===== src/rtl/irq_pkg.sv =====
package irq_pkg;
  localparam int unsigned DATA_W    = 8;
  localparam int unsigned ADDR_W    = 4;
  localparam int unsigned POLL_W    = 3;
  localparam logic [ADDR_W-1:0] STAT_ADDR = 4'd8;
  localparam logic [ADDR_W-1:0] MASK_ADDR = 4'd9;
  localparam logic [ADDR_W-1:0] POLL_ADDR = 4'd10;
endpackage


===== src/rtl/irq_status_reg.sv =====
module irq_status_reg #(
  parameter int unsigned W = 8
) (
  input  logic         clk,
  input  logic         rst_n,
  input  logic         sw_rst,
  input  logic         rd_clr,
  input  logic [W-1:0] evt,
  output logic [W-1:0] st_q
);
  logic [W-1:0] st_d;

  always_comb begin
    if (sw_rst) st_d = '0;
    else        st_d = (rd_clr ? '0 : st_q) | evt;
  end

  always_ff @(posedge clk or negedge rst_n) begin
    if (!rst_n) st_q <= '0;
    else        st_q <= st_d;
  end


  sticky_chk: assert property (@(posedge clk) disable iff (!rst_n)
    (!rd_clr && !sw_rst) |=> ((st_q & $past(st_q)) == $past(st_q)));


  evt_keep_chk: assert property (@(posedge clk) disable iff (!rst_n)
    (rd_clr && !sw_rst) |=> ((st_q & $past(evt)) == $past(evt)));
endmodule


===== src/rtl/irq_mask_reg.sv =====
module irq_mask_reg #(
  parameter int unsigned W = 8
) (
  input  logic         clk,
  input  logic         rst_n,
  input  logic         sw_rst,
  input  logic         ld,
  input  logic [W-1:0] wdata,
  output logic [W-1:0] mask_q
);
  logic         en;
  logic [W-1:0] mask_d;

  always_comb begin
    en     = ld | sw_rst;
    mask_d = sw_rst ? '0 : wdata;
  end

  always_ff @(posedge clk or negedge rst_n) begin
    if (!rst_n)  mask_q <= '0;
    else if (en) mask_q <= mask_d;
  end


  mask_load_chk: assert property (@(posedge clk) disable iff (!rst_n)
    (ld && !sw_rst) |=> (mask_q == $past(wdata)));
endmodule


===== src/rtl/irq_poll_reg.sv =====
module irq_poll_reg #(
  parameter int unsigned W = 3
) (
  input  logic         clk,
  input  logic         rst_n,
  input  logic         sw_rst,
  input  logic [W-1:0] live,
  output logic [W-1:0] poll_q
);
  logic [W-1:0] poll_d;

  always_comb poll_d = sw_rst ? '0 : live;

  always_ff @(posedge clk or negedge rst_n) begin
    if (!rst_n) poll_q <= '0;
    else        poll_q <= poll_d;
  end
endmodule


===== src/rtl/irq_regbank.sv =====
module irq_regbank
  import irq_pkg::*;
(
  input  logic              clk,
  input  logic              rst_n,
  input  logic              sw_rst,
  input  logic [ADDR_W-1:0] addr,
  input  logic              rd_en,
  input  logic              wr_en,
  input  logic [DATA_W-1:0] wdata,
  output logic [DATA_W-1:0] rdata,
  input  logic [DATA_W-1:0] evt,
  input  logic              tx_stat_valid,
  input  logic              tx_fifo_req,
  input  logic              rx_fifo_req,
  output logic              irq_n
);
  localparam int unsigned PAD_W = DATA_W - POLL_W;

  logic [1:0]        rsync_q;
  logic              rst_i_n;
  logic              rd_stat, wr_mask;
  logic [DATA_W-1:0] stat_q, mask_q;
  logic [POLL_W-1:0] poll_q, live;
  logic [DATA_W-1:0] poll_byte;

  always_ff @(posedge clk or negedge rst_n) begin
    if (!rst_n) rsync_q <= 2'b00;
    else        rsync_q <= {rsync_q[0], 1'b1};
  end
  assign rst_i_n = rsync_q[1];

  always_comb begin
    rd_stat   = rd_en && (addr == STAT_ADDR);
    wr_mask   = wr_en && (addr == MASK_ADDR);
    live      = {tx_stat_valid, tx_fifo_req, rx_fifo_req};
    poll_byte = {poll_q, {PAD_W{1'b0}}};
  end

  irq_status_reg #(.W(DATA_W)) u_stat (
    .clk(clk), .rst_n(rst_i_n), .sw_rst(sw_rst),
    .rd_clr(rd_stat), .evt(evt), .st_q(stat_q));

  irq_mask_reg #(.W(DATA_W)) u_mask (
    .clk(clk), .rst_n(rst_i_n), .sw_rst(sw_rst),
    .ld(wr_mask), .wdata(wdata), .mask_q(mask_q));

  irq_poll_reg #(.W(POLL_W)) u_poll (
    .clk(clk), .rst_n(rst_i_n), .sw_rst(sw_rst),
    .live(live), .poll_q(poll_q));

  always_comb begin
    rdata = '0;
    if (rd_en) begin
      case (addr)
        STAT_ADDR: rdata = stat_q;
        MASK_ADDR: rdata = mask_q;
        POLL_ADDR: rdata = poll_byte;
        default:   rdata = '0;
      endcase
    end
  end

  always_comb irq_n = ~|(stat_q & ~mask_q);


  stat_wr_ignored_chk: assert property (@(posedge clk) disable iff (!rst_i_n)
    (wr_en && addr == STAT_ADDR && !rd_en && !sw_rst && evt == '0) |=> $stable(stat_q));


  full_mask_chk: assert property (@(posedge clk) disable iff (!rst_i_n)
    (mask_q == '1) |-> irq_n);


  sw_clear_chk: assert property (@(posedge clk) disable iff (!rst_i_n)
    sw_rst |=> (stat_q == '0 && mask_q == '0 && poll_q == '0));


  unmapped_rd_chk: assert property (@(posedge clk) disable iff (!rst_i_n)
    (rd_en && !wr_en && !sw_rst && evt == '0 && addr != STAT_ADDR)
      |=> ($stable(stat_q) && $stable(mask_q)));
endmodule


===== config.mk =====
export PLATFORM = sky130hd
export DESIGN_NAME = irq_regbank
export DESIGN_NICKNAME = d
export VERILOG_FILES = /design/src/rtl/irq_pkg.sv /design/src/rtl/irq_status_reg.sv /design/src/rtl/irq_mask_reg.sv /design/src/rtl/irq_poll_reg.sv /design/src/rtl/irq_regbank.sv
export SDC_FILE = /design/constraint.sdc
export NUM_CORES = 1
export LEC_CHECK = 0
export ABC_AREA = 0
export BUFFER_PORTS_ARGS = -buffer_cell sky130_fd_sc_hd__buf_2
export CORE_MARGIN = 5
export CORE_UTILIZATION = 53
export CTS_BUF_LIST = sky130_fd_sc_hd__clkbuf_16
export CTS_CLUSTER_SIZE = 8
export DETAILED_ROUTE_END_ITERATION = 8
export PLACE_DENSITY = 0.82
export SLEW_MARGIN = 20
export SYNTH_ARGS = -nofsm -noshare
export SYNTH_HDL_FRONTEND = slang
export SYNTH_SLANG_ARGS = --single-unit

===== constraint.sdc =====
create_clock -name clk -period 1.4 [get_ports clk]
set_input_delay 0.14 -clock clk [delete_from_list [all_inputs] [get_ports clk]]
set_output_delay 0.14 -clock clk [all_outputs]
set_load 0.05 [all_outputs]

==> results.yml <==
yosys:
  avgSynthCellArea_um2: 9.441
  synth.top_cell.area_share_pct: 46.00
  synth.ff_latch_count: 21
  synth-seq-area-share_pct: 46.00
  yosys-top-cells-count: "dfrtp_1, mux2i_1, nand2b_1"
  yosysMostFrequentCell: "dfrtp_1"
  synth_flop_cell: "dfrtp_1"
  netlist_top_cells_area: "dfrtp_1, mux2i_1, nand2b_1"
  syn_area_um2: 1142
  synth_cell_type_count: 20
  synth_top_cell_by_area: "dfrtp_1"
  yosys_warnings: 0
  syn_inst: 121
  async_reset_ff_share_pct: 100.0
  synth_nets: 149
  synth-edff-count: 0
sta:
  period_share_pct: 102.6
  fmax_mhz: 696.4
  setup_viol: 3
  fin_ws_ns: -0.03595
  finalCriticalPeriod_ns: 1.436
  drv_slew: 0
  rsz0062_at_grt: "true"
  final-hold-violation-count: 0
  finClkSkew_ns: 0.001075
setup_path:
  cp-start-kind: "flip-flop"
  critPathKind: "flip-flop to output port"
  worstSetupEndpointType: "output port"
  rr_endpoint: "u_stat.st_q[5]"
  worst_r2r_startpoint: "u_stat.st_q[5]"
  reg2reg_depth: 3
  cp.arrival_ns: 1.30
  crit_required_ns: 1.26
  cp_max_fo: 3
  r2r_slack_ns: 0.58
grt:
  track_usage_pct: 18.70
  grt_max_degree: 28
  grt_pass1_wl_mm: 4.705
  grt_pass1_vias: 1089
  overflow: 0
  grt_antenna_before_repair: 0
place:
  gp_congestion: 0.8592
  port_buffers: 36
  place_area_um2: 1373
  dp_hpwl_mm: 1.974
power_and_ir_drop:
  peakVddDrop_mv: 0.8465
  leakage_nw: 0.7147
  power.total_mw: 1.462
  p_per_area_nw_per_um2: 960.9
drt:
  drt_first_pass_iters: 4
  ant_nets: 0
  wl_per_cell_um: 14.96
  drt_iter0_drc: 23
  routed_wl_mm: 2.797
  via_per_inst: 5.342
  drcViolationCount: 0
  vias: 999
clock_network:
  htree_levels: 1
  clockBufferDepth: 2
  clk_latency_ns: 0.25
  path_clk_slew_ns: 0.06
  cts_sinks: 21
  root_buffer: "clkbuf_16"
  cts_buffers: 3
  cts_tree: "yes"
status:
  violations: "negative setup slack"
  status: "finished, violations left"
cells_and_area:
  final_area_um2: 1521
  final_nets: 189
  drive_above_1_share_pct: 33.75
  areaGrowthSynthToFinish_pct: 33.19
  antenna_cells: 0
floorplanning:
  num_rows: 16
  fp.dieArea_um2: 3184
  core_um2: 2002
  ioPinCount: 37
  initial_core_util_pct: 57.06
  die_y_um: 56.43
  die-width_um: 56.43
worst_hold_path:
  hold_depth: 2
  worstHoldEndpoint: "u_poll.poll_q[2]"
  worstHoldStart: "tx_stat_valid"
  hold_path.class: "primary input to flip-flop"
flow_run:
  maxCapViolCount: 0
cell families (layout without fill, tap and decap cells):
family	Yosys count	count (layout)	share of synthesized area, %
other cells	1	1	0.3283
compound gates	7	7	3.504
simple gates	60	60	28.92
buf+inv	16	55	7.229
flops	21	21	46.00
mux	16	16	14.02
stage by stage:
stage	util [%]	TNS, ns	instances	hold slack (ns)	setup slack, ns
2_1_floorplan	-	0	121	-0.1556	0.06110
3_3_place_gp	68.56	0	180	-0.07319	0.1513
3_5_place_dp	68.56	0	180	-0.07195	0.1394
4_1_cts	75.00	-0.04739	186	0.1019	-0.04286
5_1_grt	76.00	-0.2618	187	0.1324	-0.08687
6_report	76.00	-0.07581	187	0.1005	-0.03595
what timing repair did:
| action | 4_1_cts | 5_1_grt |
|---|---|---|
| gates resized for setup | 9 | 2 |
| hold buffers | 1 | 0 |
| setup endpoints to repair | 4 | 4 |
| hold endpoints to repair | 2 | 0 |
| pin swaps | 2 | 2 |
| buffers inserted | 1 | 1 |
layout by cell type, fill, tap and decap left out, drive strengths merged, types with 4 or more instances in the layout:
cell type,synthesis,final
buf,6,42
nand2b,16,16
dfrtp,21,21
mux2i,16,16
nor3,8,8
inv,8,8
nand2,4,4
o22ai,4,4
nor2b,4,4
nor2,13,13
nor4,9,9
worst max-delay path, stage by stage, from the launching register on:
cell and delay [ns]:
dfrtp_1 0.40, mux2i_1 0.09, or2_1 0.23, a21oi_2 0.14, buf_6 0.18
flip-flops by register name, summed over array words and instances (netlist names):
name and flops:
u_mask.mask_q 8, u_stat.st_q 8, u_poll.poll_q 3, rsync_q 2
layer usage:
| metal | up-vias | track usage, % | wire length [um] |
|---|---|---|---|
| li1 | 486 | - | - |
| met1 | 468 | 21.49 | 1170 |
| met2 | 38 | 32.18 | 1384 |
| met3 | 7 | 4.358 | 181 |
| met4 | 0 | 9.153 | 61 |
| met5 | - | 0 | 0 |
worst max-delay path by stage:
stage                     startpoint        endpoint  slack (ns)  cells after the start
floorplan             u_stat.st_q[5]           irq_n        0.06                      3
global placement             addr[2]  u_stat.st_q[3]        0.15                      5
detailed placement           addr[2]  u_stat.st_q[1]        0.14                      5
CTS                   u_stat.st_q[4]           irq_n       -0.04                      4
global route          u_stat.st_q[5]           irq_n       -0.09                      4
finish              u_mask.mask_q[6]        rdata[6]       -0.04                      4
power by group:
| group | switching, mW | leakage [nW] | internal, mW |
|---|---|---|---|
| clock network | 0.218 | 0.0409 | 0.384 |
| logic | 0.108 | 0.400 | 0.0946 |
| registers | 0.0234 | 0.274 | 0.634 |
layout make-up:
class	instances	area, um2
Inverter	8	30.03
Clock buffer	3	75.07
Multi-Input combinational cell	84	579.3
Timing Repair Buffer	43	272.8
Sequential cell	21	525.5
Clock inverter	1	5.005
Tap cell	27	33.78
Fill cell	145	480.5
Note: power is estimated with default switching activity, not from simulation.
